**config.mk**
```make
export PLATFORM = sky130hd
export DESIGN_NAME = vr_softstart_seq
export DESIGN_NICKNAME = d
export VERILOG_FILES = /design/src/rtl/vr_ss_pkg.sv /design/src/rtl/ss_step_timer.sv /design/src/rtl/ss_code_stepper.sv /design/src/rtl/vr_softstart_seq.sv
export SDC_FILE = /design/constraint.sdc
export NUM_CORES = 1
export LEC_CHECK = 0
export BUFFER_PORTS_ARGS = -buffer_cell sky130_fd_sc_hd__buf_2
export CAP_MARGIN = 20
export CORE_MARGIN = 1.5
export CORE_UTILIZATION = 25
export DETAILED_ROUTE_END_ITERATION = 10
export PLACE_DENSITY = 0.51
export SYNTH_ARGS = -nofsm -noshare
export SYNTH_HDL_FRONTEND = slang
export SYNTH_SLANG_ARGS = --single-unit
```
**constraint.sdc**
```tcl
create_clock -name clk -period 5.2 [get_ports clk]
set_input_delay 0.26 -clock clk [delete_from_list [all_inputs] [get_ports clk]]
set_output_delay 0.26 -clock clk [all_outputs]
set_load 0.05 [all_outputs]
```
**src/rtl/vr_ss_pkg.sv**
```systemverilog
package vr_ss_pkg;

    typedef enum logic [2:0] {
        SS_IDLE      = 3'd0,
        SS_DELAY     = 3'd1,
        SS_RAMP_BOOT = 3'd2,
        SS_HOLD      = 3'd3,
        SS_RAMP_TGT  = 3'd4,
        SS_READY     = 3'd5,
        SS_SHUT      = 3'd6
    } ss_state_e;

    function automatic logic ss_is_ramp(input ss_state_e s);
        return (s == SS_RAMP_BOOT) || (s == SS_RAMP_TGT);
    endfunction

    // States in which a voltage command is accepted
    function automatic logic ss_takes_cmd(input ss_state_e s);
        return (s == SS_RAMP_BOOT) || (s == SS_HOLD) ||
               (s == SS_RAMP_TGT)  || (s == SS_READY);
    endfunction

endpackage

```
**src/rtl/ss_step_timer.sv**
```systemverilog
module ss_step_timer #(
    parameter int CLK_PER_US = 4,
    parameter int RATE_W     = 2
) (
    input  logic              clk,
    input  logic              rst,
    input  logic              run,
    input  logic              restart,
    input  logic [RATE_W-1:0] rate_sel,
    output logic              tick
);
    localparam int MAX_IV = CLK_PER_US << ((1 << RATE_W) - 1);
    localparam int CNT_W  = $clog2(MAX_IV + 1);

    logic [CNT_W-1:0] cnt;
    logic [CNT_W-1:0] last;

    always_comb begin
        last = (CNT_W'(CLK_PER_US) << rate_sel) - CNT_W'(1);
        tick = run && !restart && (cnt == last);
    end

    always_ff @(posedge clk) begin
        if (rst || !run || restart || tick) cnt <= '0;
        else                                cnt <= cnt + CNT_W'(1);
    end

    // a restart always opens a full interval before the next step
    p_restart_gap_r5: assert property (@(posedge clk) disable iff (rst)
        restart |=> !tick);

endmodule

```
**src/rtl/ss_code_stepper.sv**
```systemverilog
module ss_code_stepper #(
    parameter int CODE_W = 9
) (
    input  logic              clk,
    input  logic              rst,
    input  logic              clear,
    input  logic              tick,
    input  logic [CODE_W-1:0] target,
    output logic [CODE_W-1:0] code,
    output logic              at_target
);
    assign at_target = (code == target);

    always_ff @(posedge clk) begin
        if (rst || clear)
            code <= '0;
        else if (tick && !at_target)
            code <= (code < target) ? code + CODE_W'(1) : code - CODE_W'(1);
    end

    p_unit_step_r11: assert property (@(posedge clk) disable iff (rst)
        (!clear && tick && !at_target) |=>
            ((code == $past(code) + CODE_W'(1)) || (code == $past(code) - CODE_W'(1))));

    p_hold_still_r4: assert property (@(posedge clk) disable iff (rst)
        (!clear && !tick) |=> $stable(code));

endmodule

```
**src/rtl/vr_softstart_seq.sv**
```systemverilog
module vr_softstart_seq
    import vr_ss_pkg::*;
#(
    parameter int CODE_W     = 9,
    parameter int RATE_W     = 2,
    parameter int QUAL_N     = 3,
    parameter int CLK_PER_US = 4,
    parameter int DELAY_US   = 20
) (
    input  logic              clk,
    input  logic              rst,
    input  logic [QUAL_N-1:0] qual_in,
    input  logic              cfg_done,
    input  logic [CODE_W-1:0] boot_code,
    input  logic [RATE_W-1:0] slew_sel,
    input  logic              cmd_valid,
    input  logic [CODE_W-1:0] cmd_code,
    output logic [CODE_W-1:0] dac_code,
    output logic              ramp_active,
    output logic              vr_ready,
    output logic              shutdown
);
    localparam int DLY_CYC = DELAY_US * CLK_PER_US;
    localparam int DLY_W   = $clog2(DLY_CYC + 1);

    ss_state_e          state_q, state_n;
    logic [DLY_W-1:0]   dly_cnt;
    logic [CODE_W-1:0]  boot_q, tgt_q, step_tgt;
    logic [RATE_W-1:0]  rate_q, rate_use;
    logic               qual_ok, cmd_take, cmd_off, tick, at_target, clr;

    assign qual_ok  = &qual_in;
    assign cmd_take = cmd_valid && qual_ok && ss_takes_cmd(state_q);
    assign cmd_off  = (cmd_code == '0);

    always_comb begin
        state_n = state_q;
        if (!qual_ok) begin
            state_n = SS_IDLE;
        end else if (cmd_take) begin
            state_n = cmd_off ? SS_SHUT : SS_RAMP_TGT;
        end else begin
            case (state_q)
                SS_IDLE:      if (cfg_done) state_n = SS_DELAY;
                SS_DELAY:     if (dly_cnt == DLY_W'(DLY_CYC - 1)) state_n = SS_RAMP_BOOT;
                SS_RAMP_BOOT: if (at_target) state_n = SS_HOLD;
                SS_RAMP_TGT:  if (at_target) state_n = SS_READY;
                default:      state_n = state_q;
            endcase
        end
    end

    always_ff @(posedge clk) begin
        if (rst) begin
            state_q <= SS_IDLE;
            dly_cnt <= '0;
            boot_q  <= '0;
            tgt_q   <= '0;
            rate_q  <= '0;
        end else begin
            state_q <= state_n;
            dly_cnt <= (state_q == SS_DELAY) ? dly_cnt + DLY_W'(1) : '0;
            if (state_q == SS_IDLE) boot_q <= boot_code;
            if (cmd_take && !cmd_off) begin
                tgt_q  <= cmd_code;
                rate_q <= slew_sel;
            end
        end
    end

    always_comb begin
        step_tgt = (state_q == SS_RAMP_TGT || state_q == SS_READY) ? tgt_q : boot_q;
        rate_use = (state_q == SS_RAMP_TGT) ? rate_q : '0;
        clr      = (state_n == SS_IDLE) || (state_n == SS_SHUT);
    end

    ss_step_timer #(.CLK_PER_US(CLK_PER_US), .RATE_W(RATE_W)) u_timer (
        .clk(clk), .rst(rst), .run(ss_is_ramp(state_q)), .restart(cmd_take),
        .rate_sel(rate_use), .tick(tick)
    );

    ss_code_stepper #(.CODE_W(CODE_W)) u_step (
        .clk(clk), .rst(rst), .clear(clr), .tick(tick), .target(step_tgt),
        .code(dac_code), .at_target(at_target)
    );

    assign ramp_active = ss_is_ramp(state_q);
    assign vr_ready    = (state_q == SS_READY);
    assign shutdown    = (state_q == SS_SHUT);

    p_flags_excl_r8: assert property (@(posedge clk) disable iff (rst)
        $onehot0({ramp_active, vr_ready, shutdown}));

    p_ready_code_r8: assert property (@(posedge clk) disable iff (rst)
        vr_ready |-> (dac_code == tgt_q));

    p_shut_zero_r7: assert property (@(posedge clk) disable iff (rst)
        shutdown |-> (dac_code == '0));

    p_drop_idle_r9: assert property (@(posedge clk) disable iff (rst)
        !qual_ok |=> (dac_code == '0 && !ramp_active && !vr_ready && !shutdown));

    p_no_start_r2: assert property (@(posedge clk) disable iff (rst)
        (state_q == SS_IDLE && !(qual_ok && cfg_done)) |=> (state_q == SS_IDLE));

    p_delay_quiet_r12: assert property (@(posedge clk) disable iff (rst)
        (state_q == SS_DELAY) |-> (dac_code == '0));

endmodule

```
==> run summary, run 1 <==
Synth unique cells - 47
Crit-path leading delay family - simple AND/OR/NAND/NOR gates
DRT iter0 DRCs - 60
Placeable Area - 9770 um2
Clk slew on worst S/H paths - 0.08 ns
Sequential area share after synthesis - 35.8%
Area of the multi-input gates - 1550 um2
Worst EP required - 5.43 ns
CTS resizes - 0
Setup TNS - 0 ns
Post-Route Skew - 0.00838 ns
Synth Cell Area - 2520 um2
Antenna violations before repair - 0
CP max FO - 15
CP arrival - 4.48 ns
Fillers - 1,078
Worst slew margin - 47.5%
DP Cell Count - 453
Largest net degree at the start of global routing - 24
Post-DRT Antenna Nets - 0
Layout cell share with drive strength beyond 1 - 17.9%
Remaining DRCs - 0
CTS Buf Count - 5
Post-CTS setup buffers - 0
Register bit total from synthesis - 45
GRT Total Usage - 11.6%
Hold Crit Class - input pin to flip-flop
Detailed Routing Iterations Pass 1 - 4
# diodes - 0
Initial Util - 25.8%
CTS root buffer - clkbuf_8
Die Width - 103 um
Skew-Pair Late Insertion Delay - 0.30 ns
Hold_buf cts - 0
Critical-path cell list - nor2b_1 > mux2i_1 > ha_1 > nor2b_1 > o211ai_1 > a21oi_1 > or3_1 > ha_1 > or3_1 > o31ai_1 > nor4_1 > o21ai_2 > mux2i_1
Setup crit end kind - flip-flop
CP Class - flip-flop to flip-flop
IO Port Bufs - 38
Status - finished, final reports clean
Register area - 901 um2
Dominant cell type by area after synthesis - dfxtp_1
Post-synth EDFFs - 0
Max rail drop VDD - 0.116 mV
Cell count after synthesis - 289
Synth top area share - 35.8%
IO Count - 39
Area Overhead vs Synth - 17.4%
Setup-failing EPs final - 0
P_leak - 1.24 nW
Via count - 2,072
Dominant cells by area after synthesis - dfxtp_1 (36%), mux2i_1 (9.1%), ha_1 (8.9%)
Min cycle time layout - 4.25 ns
Hold Vio Cnt, Final - 0
Most frequent cell after synthesis - dfxtp_1
RSZ-0062 raised after global routing - no
Final Cycle Share - 81.8%
NumNets Final - 374
FFs w/ async S/R, synth - 0%
Max stage delay on crit path - 0.70 ns
Yosys warning total - 0
Clock sinks - 45
RePlAce Congestion - 0.820
Commonest cells in the netlist - dfxtp_1 (45), nor2_1 (38), nand2_1 (35)
First-pass GRT wire length - 9.69 mm
Non-Filler Instances - 462
Area of the die - 10,700 um2
Mapped Nets - 335
CTS Buffer Depth - 2
Final wirelength - 5.82 mm
Avg Cell Area, Syn - 8.72 um2
Worst slew pin tran - 0.786 ns
WL/cell - 12.6 um
Max Transition Viols Final - 0
# Max-Cap Violations - 0
Vias in the first global route - 2,003
Row cnt - 36
F_max - 0.235 GHz
Remaining Overflow, GRT - 0
Crit path buffers/inverters - 0
PD cells - 214 nW/um2
Die H - 103 um
H-Tree Depth - 2
CTS tree - built
Primary FF master, synth - dfxtp_1
Dpl hpwl - 4.50 mm
DR vias/cell - 4.48
Startpoint Class - flip-flop
Slowest-stage cell, CP - nor2b_1
-- final timing paths --
kind / cells after the start / slack, ns / start / end
max: 13 / 0.95 / state_q[2] / u_step.code[8]
min: 3 / 0.20 / boot_code[7] / boot_q[7]
max reg2reg: 13 / 0.95 / state_q[2] / u_step.code[8]
min reg2reg: 1 / 0.44 / u_timer.cnt[0] / u_timer.cnt[0]
-- cell type report --
type | instances | share of cell area [%]
Sequential cell | 45 | 30.5
Tap cell | 133 | 5.63
Timing Repair Buffer | 40 | 6.94
Inverter | 8 | 1.02
Clock buffer | 7 | 3.26
Multi-Input combinational cell | 228 | 52.5
Clock inverter | 1 | 0.169
-- registers in the layout, indices dropped and copies added, names as in the netlist --
signal and cells:
u_timer.cnt 6, state_q 3, dly_cnt 7, tgt_q 9, u_step.code 9, boot_q 9
rate_q 2
-- layout by cell type, fill, tap and decap left out, drive strengths merged, types with 2 or more instances in the layout --
master  instances
inv             8
dfxtp          45
nand4           2
a211oi          3
nor3            2
o211ai          2
nor3b           2
nor2           41
o21ai           6
and2            2
nand2          35
o31a            3
ha             18
nand3          11
and3            3
xnor2          12
nor4            2
and4            3
mux2i          23
nand2b          6
buf            39
a21oi          23
o41ai           2
nand3b          2
or3             3
nor2b           3
xor2            5
a21o            2
clkbuf          8
-- metal layers --
metal | up-vias | global-route usage, % | routed length, um
met5 | - | 0 | 0
li1 | 1083 | - | -
met2 | 31 | 19.1 | 2580
met3 | 5 | 2.96 | 244
met4 | 0 | 2.49 | 59
met1 | 953 | 15.5 | 2940
-- metrics by stage --
stage	total power [mW]	worst slack [ns]	instance area (um2)	util, %	hold slack [ns]
6_report	0.633	0.949	2960	30.2	0.197
5_1_grt	0.662	0.592	2960	30.2	0.201
4_1_cts	0.643	0.961	2950	30.2	0.186
3_5_place_dp	0.403	1.00	2850	29.1	0.436
3_3_place_gp	0.403	1.13	2850	29.1	0.426
2_1_floorplan	0.384	1.54	2520	-	0.396
-- worst reg2reg max path: cells and delay by family, from the launching register on --
family / cells / cell delay, ns
compound gates: 4 / 0.75
simple gates: 5 / 1.82
flops: 1 / 0.60
fa+ha+maj: 2 / 0.55
mux: 2 / 0.46
-- cells by family after synthesis --
family / after synthesis / synth area share, %
AO/OA/AOI/OAI: 50 / 13.6
multiplexers: 23 / 9.14
XOR/XNOR: 17 / 5.91
buffers and inverters: 16 / 2.58
flip-flops: 45 / 35.8
adder cells (fa/ha/maj): 19 / 9.74
AND/OR/NAND/NOR: 119 / 23.2
-- report_power, final --
part / switching (mW) / total (mW) / internal, mW / leakage [nW]
sequential: 0.00280 / 0.351 / 0.349 / 0.365
combinational: 0.0240 / 0.0440 / 0.0199 / 0.822
clock: 0.117 / 0.238 / 0.120 / 0.0542
Power figures use the tool's default switching activity.
==> run 2: changes to the inputs <==
==> constraint.sdc (replaced) <==
create_clock -name clk -period 4.18 [get_ports clk]
set_input_delay 0.209 -clock clk [delete_from_list [all_inputs] [get_ports clk]]
set_output_delay 0.209 -clock clk [all_outputs]
set_load 0.05 [all_outputs]
==> run summary, run 2 (synthesis gave the netlist of run 1 again) <==
RSZ-0062 raised after global routing - no (unchanged)
Area Overhead vs Synth - 18.7% (was 17.4%)
First-pass GRT wire length - 9.83 mm (was 9.69 mm)
# Max-Cap Violations - 0 (unchanged)
RePlAce Congestion - 0.839 (was 0.820)
Min cycle time layout - 3.65 ns (was 4.25 ns)
Hold_buf cts - 0 (unchanged)
Clk slew on worst S/H paths - 0.09 ns (was 0.08 ns)
Worst slew pin tran - 0.886 ns (was 0.786 ns)
Layout cell share with drive strength beyond 1 - 18.8% (was 17.9%)
Remaining DRCs - 0 (unchanged)
GRT Total Usage - 11.7% (was 11.6%)
Vias in the first global route - 2,036 (was 2,003)
CTS resizes - 0 (unchanged)
WL/cell - 12.3 um (was 12.6 um)
PD cells - 283 nW/um2 (was 214 nW/um2)
Detailed Routing Iterations Pass 1 - 4 (unchanged)
Most frequent cells in the layout - dfxtp_1 (45), nor2_1 (38), buf_2 (38) (unchanged)
H-Tree Depth - 2 (unchanged)
F_max - 0.274 GHz (was 0.235 GHz)
Remaining Overflow, GRT - 0 (unchanged)
Pwr Total - 0.847 mW (was 0.633 mW)
CTS Buf Count - 5 (unchanged)
# diodes - 0 (unchanged)
Hold Vio Cnt, Final - 0 (unchanged)
Final wirelength - 5.71 mm (was 5.82 mm)
CTS tree - built (unchanged)
Worst EP required - 4.38 ns (was 5.43 ns)
Register-to-Register Path Depth - 16 (was 13)
Most common cell after layout, fill and taps aside - dfxtp_1 (unchanged)
CTS root buffer - clkbuf_8 (unchanged)
IO Port Bufs - 38 (unchanged)
CP max FO - 13 (was 15)
Largest net degree at the start of global routing - 24 (unchanged)
Skew-Pair Late Insertion Delay - 0.30 ns (about the same)
Initial Util - 25.8% (unchanged)
Status - finished, final reports clean (unchanged)
Hold Slack - 0.135 ns (was 0.197 ns)
Area of the die - 10,700 um2 (unchanged)
Post-Route Skew - 0.00494 ns (was 0.00838 ns)
Max rail drop VDD - 0.150 mV (was 0.116 mV)
CP arrival - 3.85 ns (was 4.48 ns)
CTS Buffer Depth - 2 (unchanged)
Startpoint Class - flip-flop (unchanged)
Final Cycle Share - 87.3% (was 81.8%)
DR vias/cell - 4.51 (was 4.48)
Reg2reg start - state_q[1] (was state_q[2])
Met1 Resource Use GR - 15.7% (was 15.5%)
Final instance area - 2990 um2 (was 2960 um2)
Largest regs - boot_q x9, tgt_q x9, u_step.code x9 (unchanged)
Post-DRT Antenna Nets - 0 (unchanged)
Die Width - 103 um (unchanged)
Via count - 2,087 (was 2,072)
Crit Reg-Reg Endpoint - u_step.code[8] (unchanged)
Setup-failing EPs final - 0 (unchanged)
Met2 Usage GRT - 19.1% (unchanged)
NumNets Final - 375 (was 374)
Placeable Area - 9770 um2 (unchanged)
Worst hold path stage count - 3 (unchanged)
Setup TNS - 0 ns (unchanged)
Setup crit end kind - flip-flop (unchanged)
Reg2Reg Setup Slack - 0.53 ns (was 0.95 ns)
Post-CTS setup buffers - 0 (unchanged)
Met3 global-route usage - 2.49% (was 2.96%)
GR peak layer - met2 (unchanged)
Hold Path Sink - boot_q[6] (was boot_q[7])
Row cnt - 36 (unchanged)
Worst slew margin - 40.4% (was 47.5%)
CP Class - flip-flop to flip-flop (unchanged)
Die H - 103 um (unchanged)
Dpl hpwl - 4.45 mm (was 4.50 mm)
Max Transition Viols Final - 0 (unchanged)
P_leak - 1.25 nW (was 1.24 nW)
Cell Area, Placed - 2860 um2 (was 2850 um2)
Hold Crit Class - input pin to flip-flop (unchanged)
Hold path startpoint - boot_code[6] (was boot_code[7])
DRT iter0 DRCs - 80 (was 60)
Antenna violations before repair - 0 (unchanged)
IO Count - 39 (unchanged)
Clock sinks - 45 (unchanged)
## run 2: report_power, final
group	switching, mW	internal, mW	total (mW)	leakage, nW
clock network	0.161	0.195	0.355	0.0574
registers	0.00315	0.434	0.437	0.365
logic	0.0296	0.0251	0.0547	0.826
total	0.193	0.653	0.847	1.25
## run 2: critical path, cell delays in order (launching register included)
cell and delay, ns:
dfxtp_1 0.35, buf_4 0.20, nand2b_1 0.27, mux2i_1 0.28, ha_1 0.20, and4_1 0.23
nand2_1 0.07, a21oi_1 0.22, or3_4 0.23, inv_1 0.06, fa_1 0.40, nand2b_1 0.18
a21oi_1 0.21, o31ai_1 0.14, nor4_1 0.27, o21ai_2 0.11, mux2i_1 0.12
## run 2: final cells by class
| class | count | area, um2 |
|---|---|---|
| clock buffer | 6 | 82.6 |
| fill | 1067 | 6780 |
| timing repair buffer | 41 | 213 |
| multi-input combinational | 228 | 1560 |
| tap | 133 | 166 |
| sequential | 45 | 901 |
| inverter | 8 | 30.0 |
| clock inverter | 2 | 37.5 |
## run 2: worst max path at each step
stage,start,endpoint,slack (ns),depth (start not counted)
6_report,state_q[1],u_step.code[8],0.53,16
3_5_place_dp,state_q[2],u_step.code[8],0.31,15
2_1_floorplan,state_q[2],u_step.code[8],0.52,16
4_1_cts,state_q[2],u_step.code[8],0.27,15
5_1_grt,state_q[1],u_step.code[8],0.11,16
3_3_place_gp,state_q[2],u_step.code[8],0.39,13
## run 2: through the flow
stage	util (%)	std cells	worst slack, ns
2_1_floorplan	-	289	0.520
3_3_place_gp	29.3	455	0.386
3_5_place_dp	29.3	455	0.310
4_1_cts	30.5	463	0.266
5_1_grt	30.6	463	0.109
6_report	30.6	463	0.531
## run 2: per-layer routing
layer | wire [um] | share of wire (%)
met1 | 2820 | 49
met2 | 2570 | 45
met3 | 260 | 4.6
met4 | 68 | 1.2
met5 | 0 | 0
==> run 3: changes to the inputs <==
--- a/config.mk
+++ b/config.mk
@@ -10,7 +10,6 @@
 export CORE_MARGIN = 1.5
 export CORE_UTILIZATION = 25
 export DETAILED_ROUTE_END_ITERATION = 10
-export PLACE_DENSITY = 0.51
 export SYNTH_ARGS = -nofsm -noshare
 export SYNTH_HDL_FRONTEND = slang
 export SYNTH_SLANG_ARGS = --single-unit
==> run summary, run 3 (synthesis gave the netlist of run 1 again) <==
Status - finished, final reports clean (unchanged)
CP Class - flip-flop to flip-flop (unchanged)
Worst hold path stage count - 3 (unchanged)
DRT iter0 DRCs - 83 (was 80)
Most common cell after layout, fill and taps aside - dfxtp_1 (unchanged)
Reg2reg start - state_q[1] (unchanged)
CP arrival - 3.81 ns (was 3.85 ns)
Clock sinks - 45 (unchanged)
Remaining DRCs - 0 (unchanged)
RSZ-0062 raised after global routing - no (unchanged)
Die H - 103 um (unchanged)
Setup TNS - 0 ns (unchanged)
Worst slew margin - 29.9% (was 40.4%)
Final wirelength - 5.74 mm (was 5.71 mm)
Dpl hpwl - 4.56 mm (was 4.45 mm)
NumNets Final - 375 (unchanged)
H-Tree Depth - 2 (unchanged)
IO Count - 39 (unchanged)
Setup-failing EPs final - 0 (unchanged)
Area Overhead vs Synth - 19.2% (was 18.7%)
Max rail drop VDD - 0.142 mV (was 0.150 mV)
Vias in the first global route - 2,108 (was 2,036)
Detailed Routing Iterations Pass 1 - 4 (unchanged)
Hold Vio Cnt, Final - 0 (unchanged)
Row cnt - 36 (unchanged)
Hold_buf cts - 0 (unchanged)
Setup crit end kind - flip-flop (unchanged)
Layout cell share with drive strength beyond 1 - 18.5% (was 18.8%)
Hold Crit Class - input pin to flip-flop (unchanged)
RePlAce Congestion - 0.807 (was 0.839)
CTS resizes - 0 (unchanged)
Antenna violations before repair - 0 (unchanged)
Reg2Reg Setup Slack - 0.57 ns (was 0.53 ns)
Met1 Resource Use GR - 14.8% (was 15.7%)
Largest net degree at the start of global routing - 24 (unchanged)
CTS Buf Count - 5 (unchanged)
Met3 global-route usage - 3.09% (was 2.49%)
CP max FO - 13 (unchanged)
Worst slew pin tran - 1.04 ns (was 0.886 ns)
P_leak - 1.26 nW (was 1.25 nW)
Met2 Usage GRT - 19.1% (about the same)
PD cells - 299 nW/um2 (was 283 nW/um2)
WL/cell - 12.4 um (was 12.3 um)
Register-to-Register Path Depth - 16 (unchanged)
CTS tree - built (unchanged)
F_max - 0.277 GHz (was 0.274 GHz)
Fillers - 1,074 (was 1,067)
Most frequent cells in the layout - dfxtp_1 (45), nor2_1 (38), buf_2 (38) (unchanged)
Post-DRT Antenna Nets - 0 (unchanged)
Hold Path Sink - boot_q[7] (was boot_q[6])
CTS Buffer Depth - 2 (unchanged)
# Max-Cap Violations - 0 (unchanged)
Setup slack after layout - 0.574 ns (was 0.531 ns)
Post-CTS setup buffers - 0 (unchanged)
First-pass GRT wire length - 9.64 mm (was 9.83 mm)
Die Width - 103 um (unchanged)
Worst EP required - 4.38 ns (about the same)
DR vias/cell - 4.60 (was 4.51)
Startpoint Class - flip-flop (unchanged)
GRT Total Usage - 11.7% (about the same)
Area of the die - 10,700 um2 (unchanged)
Skew-Pair Late Insertion Delay - 0.31 ns (was 0.30 ns)
Post-Route Skew - 0.00627 ns (was 0.00494 ns)
Max Transition Viols Final - 0 (unchanged)
Crit Reg-Reg Endpoint - u_step.code[8] (unchanged)
Placeable Area - 9770 um2 (unchanged)
CTS root buffer - clkbuf_8 (unchanged)
Hold path startpoint - boot_code[7] (was boot_code[6])
Via count - 2,130 (was 2,087)
IO Port Bufs - 38 (unchanged)
Remaining Overflow, GRT - 0 (unchanged)
# diodes - 0 (unchanged)
Initial Util - 25.8% (unchanged)
GR peak layer - met2 (unchanged)
Largest regs - boot_q x9, tgt_q x9, u_step.code x9 (unchanged)
Place WS - 0.367 ns (was 0.310 ns)
Clk slew on worst S/H paths - 0.09 ns (about the same)
Min cycle time layout - 3.61 ns (was 3.65 ns)
Final Cycle Share - 86.3% (was 87.3%)
==> run 3: area by class of cell <==
class	count	area (um2)	area share [%]
clock buffer	5	68.8	2.29
tap	133	166	5.54
timing repair buffer	41	213	7.08
inverter	8	30.0	1.00
multi-input combinational	228	1560	51.8
clock inverter	3	68.8	2.29
sequential	45	901	30.0
==> run 3: layer usage <==
layer	up-vias	routed length [um]
met4	0	107
li1	1087	-
met1	995	2790
met5	-	0
met2	37	2620
met3	11	217
==> run 3: worst max-delay path by stage <==
stage | startpoint | to | slack (ns) | cells past startpoint
finish | state_q[1] | u_step.code[8] | 0.57 | 16
global route | state_q[1] | u_step.code[8] | 0.16 | 16
CTS | state_q[2] | u_step.code[8] | 0.33 | 13
detailed placement | state_q[2] | u_step.code[8] | 0.37 | 15
global placement | state_q[2] | u_step.code[8] | 0.43 | 15
floorplan | state_q[2] | u_step.code[8] | 0.52 | 16
==> run 3: where the power goes <==
| group | total, mW | internal [mW] | leakage (nW) | switching (mW) |
|---|---|---|---|---|
| combinational | 0.0541 | 0.0246 | 0.828 | 0.0295 |
| sequential | 0.437 | 0.434 | 0.365 | 0.00344 |
| clock | 0.406 | 0.241 | 0.0687 | 0.165 |
| total | 0.897 | 0.699 | 1.26 | 0.198 |
==> run 3: per-stage QoR <==
step                cells  cell area, um2  total power [mW]  hold WS [ns]  utilization (%)
floorplan             289            2520             0.478         0.345                -
global placement      455            2860             0.501         0.423             29.3
detailed placement    455            2860             0.502         0.434             29.3
CTS                   463            3000             0.905         0.127             30.7
global route          463            3000             0.930         0.140             30.7
finish                463            3000             0.897         0.134             30.7
==> run 3: worst max-delay path, stage by stage (launching register included) <==
cell and delay, ns:
dfxtp_1 0.35, buf_4 0.20, nand2b_1 0.27, mux2i_1 0.12, ha_1 0.31, and4_1 0.21, nand2_1 0.06, a21oi_1 0.19
or3_1 0.31, inv_1 0.09, fa_1 0.40, nand2b_1 0.18, a21oi_1 0.19, o31ai_1 0.13, nor4_1 0.25, o21ai_2 0.11
mux2i_1 0.12
